$ cat src/rtl/rx_cfg_pkg.sv
// Package: shared types and field decoders for the serial receive channel.
// Assumes a character width of at most 8 data bits.
package rx_cfg_pkg;

    localparam int DATA_W = 8;

    typedef enum logic [2:0] {
        RX_IDLE,
        RX_START,
        RX_BITS,
        RX_STOP1,
        RX_STOP2
    } rx_state_t;

    // Length field decoder (non-monotonic code order)
    function automatic logic [3:0] len_of(input logic [1:0] code);
        case (code)
            2'b00:   return 4'd5;
            2'b01:   return 4'd7;
            2'b10:   return 4'd6;
            default: return 4'd8;
        endcase
    endfunction

    // Divisor field decoder: sampling clocks per bit period
    function automatic logic [6:0] period_of(input logic [1:0] code);
        case (code)
            2'b00:   return 7'd1;
            2'b01:   return 7'd16;
            2'b10:   return 7'd32;
            default: return 7'd64;
        endcase
    endfunction

endpackage

$ cat src/rtl/rx_frame_engine.sv
// Frame engine: detects start bits and samples each following bit at
// mid-period, then emits a one-cycle completion pulse with the aligned
// character and its parity/framing results.
// Assumes CNT_W holds the largest bit period (64 -> 7 bits).
module rx_frame_engine
    import rx_cfg_pkg::*;
#(
    parameter int CNT_W = 7
) (
    input  logic              clk,
    input  logic              rst_n,
    input  logic              rx_line,
    input  logic              en,
    input  logic [1:0]        clk_div,
    input  logic [1:0]        char_len,
    input  logic [1:0]        stop_sel,
    input  logic              par_en,
    input  logic              par_even,
    output logic              done,
    output logic [DATA_W-1:0] done_data,
    output logic              done_pe,
    output logic              done_fe
);
    localparam int BIT_W = $clog2(DATA_W + 2);

    rx_state_t         state;
    logic [CNT_W-1:0]  cnt;
    logic [BIT_W-1:0]  idx;
    logic [DATA_W-1:0] shreg;
    logic              acc;
    logic              fe_first;

    logic [CNT_W-1:0]  period, half, three_q;
    logic [BIT_W-1:0]  len, nbits;
    logic              two_stop, one_half, is_x1;
    logic [DATA_W-1:0] aligned;
    logic              par_bad;

    // Decode control fields into counts used by the sequencer
    always_comb begin
        period   = CNT_W'(period_of(clk_div));
        half     = period >> 1;
        three_q  = period - (period >> 2);
        is_x1    = (clk_div == 2'b00);
        len      = BIT_W'(len_of(char_len));
        nbits    = len + BIT_W'(par_en);
        two_stop = (stop_sel == 2'b11);
        one_half = (stop_sel == 2'b10) && !is_x1;
        aligned  = DATA_W'({{DATA_W{1'b1}}, shreg} >> (BIT_W'(DATA_W) - len));
        par_bad  = par_en && (par_even ? acc : !acc);
    end

    // Bit-level receive sequencer
    always_ff @(posedge clk) begin
        if (!rst_n) begin
            state     <= RX_IDLE;
            cnt       <= '0;
            idx       <= '0;
            shreg     <= '1;
            acc       <= 1'b0;
            fe_first  <= 1'b0;
            done      <= 1'b0;
            done_data <= '0;
            done_pe   <= 1'b0;
            done_fe   <= 1'b0;
        end else begin
            done <= 1'b0;
            if (!en) begin
                state <= RX_IDLE;
            end else begin
                case (state)
                    RX_IDLE: if (!rx_line) begin
                        shreg    <= '1;
                        acc      <= 1'b0;
                        idx      <= '0;
                        fe_first <= 1'b0;
                        if (is_x1) begin
                            state <= RX_BITS;
                            cnt   <= '0;
                        end else begin
                            state <= RX_START;
                            cnt   <= half - 1'b1;
                        end
                    end
                    RX_START: if (cnt != '0) begin
                        cnt <= cnt - 1'b1;
                    end else if (rx_line) begin
                        state <= RX_IDLE;
                    end else begin
                        state <= RX_BITS;
                        cnt   <= period - 1'b1;
                    end
                    RX_BITS: if (cnt != '0) begin
                        cnt <= cnt - 1'b1;
                    end else begin
                        acc <= acc ^ rx_line;
                        if (idx < len) shreg <= {rx_line, shreg[DATA_W-1:1]};
                        cnt <= period - 1'b1;
                        if (idx == nbits - 1'b1) state <= RX_STOP1;
                        else                     idx   <= idx + 1'b1;
                    end
                    RX_STOP1: if (cnt != '0) begin
                        cnt <= cnt - 1'b1;
                    end else if (two_stop || one_half) begin
                        fe_first <= !rx_line;
                        state    <= RX_STOP2;
                        cnt      <= two_stop ? period - 1'b1 : three_q - 1'b1;
                    end else begin
                        state     <= RX_IDLE;
                        done      <= 1'b1;
                        done_data <= aligned;
                        done_pe   <= par_bad;
                        done_fe   <= !rx_line;
                    end
                    RX_STOP2: if (cnt != '0) begin
                        cnt <= cnt - 1'b1;
                    end else begin
                        state     <= RX_IDLE;
                        done      <= 1'b1;
                        done_data <= aligned;
                        done_pe   <= par_bad;
                        done_fe   <= fe_first || !rx_line;
                    end
                    default: state <= RX_IDLE;
                endcase
            end
        end
    end

    // Disabling the receiver returns the sequencer to idle
    assert_disable_idles_R9: assert property (@(posedge clk) disable iff (!rst_n)
        !en |=> state == RX_IDLE);

    // Completion is a single-cycle pulse
    assert_done_pulse_R7: assert property (@(posedge clk) disable iff (!rst_n)
        done |=> !done);

endmodule

$ cat src/rtl/rx_hold_status.sv
// Holding register and status: captures completed characters, keeps the
// ready flag and sticky error flags, and forms the interrupt request
// from the selected mode. Assumes completion pulses are single-cycle.
module rx_hold_status
    import rx_cfg_pkg::*;
(
    input  logic              clk,
    input  logic              rst_n,
    input  logic              done,
    input  logic [DATA_W-1:0] done_data,
    input  logic              done_pe,
    input  logic              done_fe,
    input  logic              rd,
    input  logic              err_clr,
    input  logic              arm_first,
    input  logic [1:0]        int_mode,
    input  logic              par_sc,
    output logic [DATA_W-1:0] hold,
    output logic              ready,
    output logic              pe_st,
    output logic              fe_st,
    output logic              ov_st,
    output logic              irq
);
    logic armed, first_pend, ov_evt, sc_pend, first_mode;

    assign ov_evt     = done && ready && !rd;
    assign first_mode = (int_mode == 2'b01);

    // Data capture, ready flag and sticky errors
    always_ff @(posedge clk) begin
        if (!rst_n) begin
            hold  <= '0;
            ready <= 1'b0;
            pe_st <= 1'b0;
            fe_st <= 1'b0;
            ov_st <= 1'b0;
        end else begin
            if (done) begin
                hold  <= done_data;
                ready <= 1'b1;
            end else if (rd) begin
                ready <= 1'b0;
            end
            ov_st <= (ov_st && !err_clr) || ov_evt;
            pe_st <= (pe_st && !err_clr) || (done && done_pe);
            fe_st <= (fe_st && !err_clr) || (done && done_fe);
        end
    end

    // First-character interrupt arming and pending flag
    always_ff @(posedge clk) begin
        if (!rst_n) begin
            armed      <= 1'b1;
            first_pend <= 1'b0;
        end else begin
            if (arm_first)               armed <= 1'b1;
            else if (done && first_mode) armed <= 1'b0;
            if (done && first_mode && armed) first_pend <= 1'b1;
            else if (rd)                     first_pend <= 1'b0;
        end
    end

    // Interrupt request per mode
    always_comb begin
        sc_pend = fe_st || ov_st || (pe_st && par_sc);
        case (int_mode)
            2'b00:   irq = 1'b0;
            2'b01:   irq = first_pend || sc_pend;
            2'b10:   irq = ready || sc_pend;
            default: irq = sc_pend;
        endcase
    end

    assert_ready_on_done_R7: assert property (@(posedge clk) disable iff (!rst_n)
        done |=> ready);
    assert_read_clears_R7: assert property (@(posedge clk) disable iff (!rst_n)
        rd && !done |=> !ready);
    assert_overrun_flag_R6: assert property (@(posedge clk) disable iff (!rst_n)
        done && ready && !rd |=> ov_st);
    assert_ov_sticky_R8: assert property (@(posedge clk) disable iff (!rst_n)
        ov_st && !err_clr |=> ov_st);
    assert_err_clear_R8: assert property (@(posedge clk) disable iff (!rst_n)
        err_clr && !done |=> !pe_st && !fe_st && !ov_st);
    assert_mode_off_R10: assert property (@(posedge clk) disable iff (!rst_n)
        int_mode == 2'b00 |-> !irq);

endmodule

$ cat src/rtl/serial_rx_channel.sv
// Top: one asynchronous receive channel. Joins the frame engine to the
// holding/status stage and packs the status byte (bit6 framing,
// bit5 overrun, bit4 parity, bit0 ready). Assumes control fields are
// held stable while a character is in flight.
module serial_rx_channel
    import rx_cfg_pkg::*;
#(
    parameter int CNT_W = 7
) (
    input  logic       clk,
    input  logic       rst_n,
    input  logic       rx_line,
    input  logic       cfg_rx_en,
    input  logic [1:0] cfg_clk_div,
    input  logic [1:0] cfg_char_len,
    input  logic [1:0] cfg_stop,
    input  logic       cfg_par_en,
    input  logic       cfg_par_even,
    input  logic       cfg_par_sc,
    input  logic [1:0] cfg_int_mode,
    input  logic       cmd_rd_data,
    input  logic       cmd_err_clr,
    input  logic       cmd_arm_first,
    output logic [7:0] rd_data,
    output logic [7:0] rx_status,
    output logic       irq_rx
);
    logic              done, done_pe, done_fe;
    logic [DATA_W-1:0] done_data;
    logic              ready, pe_st, fe_st, ov_st;

    rx_frame_engine #(.CNT_W(CNT_W)) u_engine (
        .clk       (clk),
        .rst_n     (rst_n),
        .rx_line   (rx_line),
        .en        (cfg_rx_en),
        .clk_div   (cfg_clk_div),
        .char_len  (cfg_char_len),
        .stop_sel  (cfg_stop),
        .par_en    (cfg_par_en),
        .par_even  (cfg_par_even),
        .done      (done),
        .done_data (done_data),
        .done_pe   (done_pe),
        .done_fe   (done_fe)
    );

    rx_hold_status u_hold (
        .clk       (clk),
        .rst_n     (rst_n),
        .done      (done),
        .done_data (done_data),
        .done_pe   (done_pe),
        .done_fe   (done_fe),
        .rd        (cmd_rd_data),
        .err_clr   (cmd_err_clr),
        .arm_first (cmd_arm_first),
        .int_mode  (cfg_int_mode),
        .par_sc    (cfg_par_sc),
        .hold      (rd_data),
        .ready     (ready),
        .pe_st     (pe_st),
        .fe_st     (fe_st),
        .ov_st     (ov_st),
        .irq       (irq_rx)
    );

    // Status byte packing
    assign rx_status = {1'b0, fe_st, ov_st, pe_st, 3'b000, ready};

endmodule

$ cat config.mk
export PLATFORM = sky130hd
export DESIGN_NAME = serial_rx_channel
export DESIGN_NICKNAME = d
export VERILOG_FILES = /design/src/rtl/rx_cfg_pkg.sv /design/src/rtl/rx_frame_engine.sv /design/src/rtl/rx_hold_status.sv /design/src/rtl/serial_rx_channel.sv
export SDC_FILE = /design/constraint.sdc
export NUM_CORES = 1
export LEC_CHECK = 0
export BUFFER_PORTS_ARGS = -buffer_cell sky130_fd_sc_hd__buf_2
export CAP_MARGIN = 10
export CORE_ASPECT_RATIO = 1.4
export CORE_MARGIN = 2
export CORE_UTILIZATION = 47
export DETAILED_ROUTE_END_ITERATION = 16
export GPL_ROUTABILITY_DRIVEN = 0
export PLACE_DENSITY = 0.66
export SLEW_MARGIN = 20
export SYNTH_ARGS = -nofsm -noshare
export SYNTH_HDL_FRONTEND = slang
export SYNTH_SLANG_ARGS = --single-unit
$ cat constraint.sdc
create_clock -name clk -period 4.2 [get_ports clk]
set_input_delay 0.63 -clock clk [delete_from_list [all_inputs] [get_ports clk]]
set_output_delay 0.63 -clock clk [all_outputs]
set_load 0.02 [all_outputs]
== Word-level counts from Yosys, hierarchy flattened ==
Cells that the tools add are included.
Storage, ports and cells
  flip-flop bits (word level): 49
  input bits: 18
  logic and storage cells: 159
  output and inout port bits: 17
  memory bits (read-only): 0
  memories: 0
  memory bits (writable): 0
  bits in latches: 0
Operators by class
  divide/modulo/power cells: 0
  bitwise gates (word level): 2
  $add $sub $neg: 9
  reductions and logical operators: 46
  shifts and indexed selects: 1
  $lt $le $gt $ge: 1
  eq/ne operators: 26
  muxes and demuxes: 57
  multipliers: 0
Operator list (count)
  2-to-1 mux 7 bit: 9
  2-to-1 mux 8 bit: 6
  case mux 7 bit (5 select lines): 1
  case mux 8 bit (2 select lines): 2
  2-to-1 mux 3 bit: 7
  case mux 7 bit (3 select lines): 1
  subtractor 7 x 1 -> 7 bit (second input constant): 3
  AND reduction 5 bit: 4
  2-to-1 mux 1 bit: 17
  right shift 16 x 4 -> 8 bit: 1
  case mux 3 bit (5 select lines): 1
  inequality test 2 bit (second input constant): 7
  logical AND 1 bit: 12
  2-to-1 mux 4 bit: 3
  case mux 4 bit (3 select lines): 1
  AND reduction 6 bit: 2
  equality test 2 bit (second input constant): 5
  case mux 1 bit (2 select lines): 5
  nonzero test 2 bit: 5
  logical OR 1 bit: 9
  inequality test 2 x 1 -> 1 bit (second input constant): 4
  case mux 4 bit (2 select lines): 1
  nonzero test 7 bit: 1
  subtractor 6 x 1 -> 7 bit (second input constant): 1
  24 further kinds: 34

== Longest topological paths before layout ==
Gate-level depths: netlist of the first run.
  depth after elaboration: 8
  mapped depth: 10
  depth with buffers taken out: 10

== By module ==
Synthesis of the first run repeated with hierarchy kept, for this count alone.
Second synthesis, totals
  cell total of the unflattened synthesis: 396
  area, all modules: 3306.9 µm²
By module, submodules not included
  rx_frame_engine: times used 1, area an instance 2640.0 µm², seq. area each 700.7 µm², cells an instance 327
  rx_hold_status: times used 1, area an instance 603.1 µm², seq. area each 280.3 µm², cells an instance 60
  serial_rx_channel: times used 1, area an instance 63.8 µm², seq. area each 0.0 µm², cells an instance 9

== Worst setup path after synthesis of the first run ==
No wires, ideal clock.
  path type: input -> register
  start: input cfg_char_len[1]
  end: register u_engine.state[1]
  data required time: 4.076 ns
  setup time: 0.124 ns
  arrival: 2.743 ns
  setup slack: 1.333 ns
  cell stages on the path: 10
  path buffers: 0
  cell sequence: inv_1 -> ha_1 -> nor2_2 -> ha_1 -> ha_1 -> xnor2_1 -> or3_1 -> a31oi_1 -> o221ai_1 -> mux2i_1
Between the ends
  word-level cells in the longest chain between the ends: 7
  elaborated cells on any way between the ends: 9
  classes of those cells: 2 x add/sub; 4 x eq/ne; 1 x mux; 2 x reduce/logical
RTL lines
  from (decl): line serial_rx_channel.sv:15  | input logic [1:0] cfg_char_len,
  equality test 2 bit, or another cell as far along: line rx_cfg_pkg.sv:17  | case (code)
  case mux 4 bit (3 select lines) *: line rx_cfg_pkg.sv:17
  adder 4 x 1 -> 4 bit *: line rx_frame_engine.sv:46  | nbits = len + BIT_W'(par_en);
  subtractor 4 x 1 -> 4 bit *: line rx_frame_engine.sv:99  | if (idx == nbits - 1'b1) state <= RX_STOP1;
  equality test 4 bit *: line rx_frame_engine.sv:99
  inequality test 2 x 1 -> 1 bit (no source line) *
  AND reduction 6 bit (no source line) *
  to (signal assigned): line rx_frame_engine.sv:99
  to (signal assigned): line rx_frame_engine.sv:106  | state <= RX_STOP2;
  to (signal assigned): line rx_frame_engine.sv:109  | state <= RX_IDLE;
  to (decl): line rx_frame_engine.sv:26  | rx_state_t state;
Every way passes the cells marked *; elsewhere a longest branch is shown, timed or not.
A chain may end at the register's enable or synchronous reset.

== Worst setup path in the final report of the first run ==
Same ends and word-level chain as after synthesis.

==> flow_summary.toml, run 1 <==
[yosys]
ys_seq_area_share_pct = 31.6
ys_warn_count = 0
synth.distinct_cells = 72
ys_seq_elements = 49
synth_area_leaders = "dfxtp_1 32%, ha_1 6.4%, nor2_1 5.9%, mux2i_1 3.9%, mux4_2 3.6%"
syn_inst = 360
synth_top_area_share_pct = 31.6
synthTopCellsByCount = "49 x dfxtp_1, 49 x nor2_1, 22 x a21oi_1"
syn_area_per_cell_um2 = 8.63
synthFlopType = "dfxtp_1"
yosysTopAreaCell = "dfxtp_1"
netlist_area_mm2 = 0.00311
synthArstFlopShare_pct = 0
synth_edf_count = 0

[timing]
tns_ns = 0
relSlewSlack_pct = 36.8
tightestPinTransition_ns = 0.948
fin_crit_ns = 3.07
report.final.slew_viol_count = 0
max_freq_ghz = 0.326
period_share_pct = 73.0
grt_setup_unrepaired = "no"
clock_skew_ns = 0.0115
worst_slack_ns = 1.13
setup_viol = 0
hold_viol_final = 0

[routing]
wl_mm = 6.57
firstDrtPassIters = 4
dr.first_iter.drc_count = 154
drc = 0
ant_nets = 0
via_count = 2641
viasPerCell = 5.90
wl_per_cell_um = 14.7

[worst_setup_path]
timing.rr.start = "u_engine.state[0]"
cp_max_fo = 10
reg2regPathDepth = 5
worstReg2RegEnd = "u_engine.done_pe"
r2r_setup_slack_ns = 1.71
cp.arrival_ns = 3.25
crit_start = "cfg_char_len[1]"
endpoint = "u_engine.state[1]"
worstPathRequired_ns = 4.39
start_kind = "input pin"
worstSetupEndpointType = "register"
crit_type = "input pin to register"

[floorplanning]
die_h_um = 100
dieArea_mm2 = 0.00728
die_x_um = 72.7
initial_utilization_pct = 47.9
io_pins = 35
core-area_mm2 = 0.00648
num_rows = 35

[final_layout]
nets = 407
areaGrowthSynthToFinish_pct = 6.12
regArea_um2 = 981
nFillCells = 628
diodes = 0
multi_input_area_mm2 = 0.00190
drive_gt1_share_pct = 17.4

[power]
power_switching_uw = 290
power.internal_uw = 661
ir_drop_v = 0.000143
power_frac_seq_pct = 51.1
leakage_uw = 0.00132
clock_power_share_pct = 29.6
powerDensity_mw_per_mm2 = 288
swShare_pct = 30.5
pwr-share-comb_pct = 19.3

[grt]
grt_usage_pct = 19.0
grt_first_pass_wirelength_mm = 11.2
grt_overflow = 0
grt_max_degree = 31
antenna_found_initial = 0
grt_pass1_vias = 2411

[place]
dpl.hpwl_mm = 4.88
port_buffers = 30
dpl_worst_slack_ns = 0.845

[clock_tree]
cts.sinks = 49
ctsHoldBuffers = 0
clock_latency_ns = 0.30
tritoncts = "yes"
clk_pin_slew_ns = 0.09
postCtsSetupRepairBufs = 0
h-tree-depth = 2
cts_buffer_depth = 2
root_buffer = "clkbuf_8"
cts_buffers = 5
cts_resized = 0

[hold_path]
hold_depth = 1
hold_path_class = "register to register"

[run]
cap_viol_max_count = 0

[status]
status = "completed"
[layer usage]
layer	wire length, um	vias up	track usage [%]
li1	-	1330	-
met1	2980	1252	24.4
met2	3320	49	32.4
met3	165	10	2.51
met4	110	0	6.27
met5	0	-	0
[sequential cells by signal, summed over array words and instances (netlist names), 3 cells and up]
signal and flops:
u_engine.done_data 8, u_engine.idx 4, u_engine.cnt 7, u_engine.shreg 8
u_engine.state 3, u_hold.hold 8
[cell families after synthesis]
group | Yosys count | share of synthesized area, %
other cells | 1 | 0.121
simple gates | 132 | 23.3
compound gates | 86 | 20.0
xor+xnor | 9 | 2.54
mux | 17 | 7.49
flops | 49 | 31.6
fa+ha+maj | 19 | 7.41
buf+inv | 47 | 7.53
[stage by stage]
stage	instance area, um^2	cells	total power [uW]	utilization, %	hold WS, ns
3_3_place_gp	3200	440	677	49.4	0.446
3_5_place_dp	3200	440	680	49.4	0.456
2_1_floorplan	3120	363	644	-	0.436
4_1_cts	3300	448	962	50.8	0.480
5_1_grt	3300	448	1000	50.8	0.494
6_report	3300	448	951	50.8	0.473
[cell type report]
cell class	count	area share, %
clock buffer	5	2.09
timing repair buffer	31	4.78
sequential	49	29.8
multi-input combinational	267	57.7
tap	74	2.81
clock inverter	3	0.683
inverter	19	2.16
[how the worst min path moves through the flow]
stage	end	start
CTS	u_hold.armed	u_hold.armed
global placement	u_hold.armed	u_hold.armed
finish	u_hold.armed	u_hold.armed
floorplan	u_hold.armed	u_hold.armed
detailed placement	u_hold.armed	u_hold.armed
global route	u_hold.armed	u_hold.armed
[critical path, stage by stage]
cell	delay (ns)
buf_2	0.11
inv_1	0.07
ha_1	0.25
nor2_2	0.42
ha_1	0.28
ha_1	0.17
xnor2_1	0.09
or3_1	0.33
a31oi_1	0.54
o221ai_1	0.21
mux2i_1	0.15
[cell usage in the layout, fill, tap and decap left out, types with 6 or more instances in the layout]
cell,count
a211oi_1,6
xor2_1,6
ha_1,16
nor2_1,49
mux2i_1,12
a21oi_1,22
inv_1,18
nor3_1,15
nand2_1,15
nand3_1,9
buf_2,30
dfxtp_1,49
o21ai_0,11
[power by group through the flow]
stage | Combinational [uW] | Sequential, uW | Clock [uW]
2_1_floorplan | 155 | 489 | 0
3_3_place_gp | 180 | 497 | 0
3_5_place_dp | 183 | 496 | 0
4_1_cts | 185 | 486 | 292
5_1_grt | 207 | 487 | 307
6_report | 184 | 486 | 281
Power figures use the tool's default switching activity.
==> run 2: changes to the inputs <==
--- a/config.mk
+++ b/config.mk
@@ -5,6 +5,7 @@
 export SDC_FILE = /design/constraint.sdc
 export NUM_CORES = 1
 export LEC_CHECK = 0
+export ABC_AREA = 1
 export BUFFER_PORTS_ARGS = -buffer_cell sky130_fd_sc_hd__buf_2
 export CAP_MARGIN = 10
 export CORE_ASPECT_RATIO = 1.4
@@ -12,7 +13,7 @@
 export CORE_UTILIZATION = 47
 export DETAILED_ROUTE_END_ITERATION = 16
 export GPL_ROUTABILITY_DRIVEN = 0
-export PLACE_DENSITY = 0.66
+export PLACE_DENSITY = 0.69
 export SLEW_MARGIN = 20
 export SYNTH_ARGS = -nofsm -noshare
 export SYNTH_HDL_FRONTEND = slang
==> constraint.sdc (replaced) <==
create_clock -name clk -period 2.7 [get_ports clk]
set_input_delay 0.405 -clock clk [delete_from_list [all_inputs] [get_ports clk]]
set_output_delay 0.405 -clock clk [all_outputs]
set_load 0.02 [all_outputs]
==> run 2 against run 1 <==
Against the previous run:
- final area rose by 2.7%
- global-route usage rose by 0.96 points
- critical path depth fell by 2
- register-to-register slack got worse by 1.0 ns
- final cell count rose by 31%
- utilization rose by 1.0 points
- first-iteration DRC count fell by 27%
- power rose by 77%
- routed wire length rose by 5.6%
- hold slack got worse by 0.19 ns
- largest cell class unchanged
==> flow_summary.toml, run 2 <==
[yosys]
synth_area_leaders = "dfxtp_1 31%, nand2_1 15%, nand3_1 9.0%, nor2_1 8.9%, ha_1 6.4%"
ys_seq_area_share_pct = 31.4
ys_seq_elements = 49
synthTopCellsByCount = "125 x nand2_1, 74 x nor2_1, 56 x nand3_1"
synth_edf_count = 0
yosysTopAreaCell = "dfxtp_1"
synth.distinct_cells = 35
synth_top_area_share_pct = 31.4
netlist_area_mm2 = 0.00312
ys_warn_count = 0
syn_inst = 484
synthFlopType = "dfxtp_1"
syn_area_per_cell_um2 = 6.45
synth.most_common_cell = "nand2_1"
synthArstFlopShare_pct = 0

[clock_tree]
tritoncts = "yes"
root_buffer = "clkbuf_8"
clk_pin_slew_ns = 0.10
cts_resized = 0
cts_buffers = 5
ctsHoldBuffers = 0
clock_latency_ns = 0.30
cts_buffer_depth = 2
h-tree-depth = 2
postCtsSetupRepairBufs = 0
cts.sinks = 49

[timing]
tightestPinTransition_ns = 0.694
tns_ns = 0
clock_skew_ns = 0.00612
hold_viol_final = 0
relSlewSlack_pct = 53.4
grt_setup_unrepaired = "no"
period_share_pct = 74.6
setup_viol = 0
report.final.slew_viol_count = 0
hold_slack_ns = 0.282
max_freq_ghz = 0.496
worst_slack_ns = 0.685
fin_crit_ns = 2.02

[worst_setup_path]
worstSetupEndpointType = "register"
cp.arrival_ns = 2.20
cp_max_fo = 12
slowest_stage = "dfxtp_1"
start_kind = "register"
r2r_setup_slack_ns = 0.68
path_delay_family = "simple AND/OR/NAND/NOR gates"
cp_cell_sequence = "inv_1 -> ha_1 -> nand2_2 -> nor2_4 -> nand2_1 -> a21oi_4 -> nand2_1 -> nand2_1 -> nand3_1"
crit_buf_inv = 1
worstPathRequired_ns = 2.88
cp_slowest_stage_delay_ns = 0.35
crit_type = "register to register"
crit_top_cell = "nand2_1"

[final_layout]
drive_gt1_share_pct = 11.9
diodes = 0
areaGrowthSynthToFinish_pct = 8.37
final_core_util_pct = 51.9
top_regs = "u_engine.done_data x8, u_engine.shreg x8, u_hold.hold x8"
layout_common_cells = "125 x nand2_1, 74 x nor2_1, 56 x nand3_1"
mostFrequentLayoutCell = "nand2_1"
nets = 544
nFillCells = 692
multi_input_area_mm2 = 0.00184
regArea_um2 = 981

[floorplanning]
io_pins = 35
dieArea_mm2 = 0.00732
die_h_um = 100
die_x_um = 72.9
num_rows = 35
core-area_mm2 = 0.00653
initial_utilization_pct = 47.9

[routing]
via_count = 2997
ant_nets = 0
firstDrtPassIters = 4
drc = 0
wl_per_cell_um = 11.9
viasPerCell = 5.12
dr.first_iter.drc_count = 113
wl_mm = 6.94

[power]
powerDensity_mw_per_mm2 = 498
leakage_uw = 0.00177
ir_drop_v = 0.000241

[grt]
grt_first_pass_wirelength_mm = 11.7
grt_max_degree = 33
grt_overflow = 0
grt_pass1_vias = 2746
antenna_found_initial = 0
grt_usage_pct = 20.0

[place]
dpl.hpwl_mm = 5.32
dpl_worst_slack_ns = 0.439
port_buffers = 30

[hold_path]
hold_path_class = "input pin to register"

[status]
status = "completed"

[run]
cap_viol_max_count = 0
==> run 2: cell types whose count changed after synthesis, moves of 14 or more <==
cell and change:
nand3_1 +47, nor3_1 -14, nor2_1 +25, nand2_1 +110, o21ai_0 +23, inv_1 +32
==> run 2: metal layers <==
metal | vias up | GRT usage (%) | share of wire, %
met4 | 0 | 6.70 | 1.7
li1 | 1596 | - | -
met3 | 8 | 2.70 | 2.4
met1 | 1352 | 22.8 | 44
met5 | - | 0 | 0
met2 | 41 | 37.2 | 52
==> run 2: cell families (layout without fill, tap and decap cells) <==
| family | after synthesis | in the layout | synth area share, % |
|---|---|---|---|
| AO/OA/AOI/OAI | 60 | 60 | 10.7 |
| XOR/XNOR | 11 | 11 | 3.08 |
| adder cells (fa/ha/maj) | 16 | 16 | 6.41 |
| buffers and inverters | 71 | 95 | 10.1 |
| flip-flops | 49 | 49 | 31.4 |
| other | 1 | 4 | 0.120 |
| AND/OR/NAND/NOR | 276 | 276 | 38.2 |
==> run 2: layout make-up <==
class | count | share of cell area (%)
Inverter | 53 | 5.88
Multi-Input combinational cell | 367 | 54.3
Clock inverter | 3 | 0.776
Tap cell | 74 | 2.74
Timing Repair Buffer | 34 | 5.32
Clock buffer | 5 | 2.03
Sequential cell | 49 | 29.0
==> run 2: power breakdown <==
part	leakage (uW)	internal (uW)	switching [uW]
Sequential	0.000398	751	25.3
Clock	0.0000423	189	265
Combinational	0.00133	152	301
Total	0.00177	1090	592
==> run 2: stage by stage <==
| stage | power [uW] | cell area [um^2] | std cells |
|---|---|---|---|
| 2_1_floorplan | 1150 | 3130 | 487 |
| 6_report | 1680 | 3380 | 585 |
| 4_1_cts | 1700 | 3380 | 585 |
| 5_1_grt | 1790 | 3380 | 585 |
| 3_3_place_gp | 1240 | 3290 | 577 |
| 3_5_place_dp | 1240 | 3290 | 577 |
==> run 2: worst register-to-register path: stages (launching register included) <==
cell and delay, ns:
dfxtp_1 0.35, inv_1 0.13, ha_1 0.18, nand2_2 0.08, nor2_4 0.30, nand2_1 0.15, a21oi_4 0.27, nand2_1 0.25
nand2_1 0.12, nand3_1 0.07
==> run 2: worst paths after layout <==
check                      end         startpoint  cells past startpoint
max          u_engine.shreg[4]    u_engine.cnt[0]                      9
min               u_hold.armed      cmd_arm_first                      2
max reg2reg  u_engine.shreg[4]    u_engine.cnt[0]                      9
min reg2reg  u_engine.shreg[5]  u_engine.shreg[5]                      2
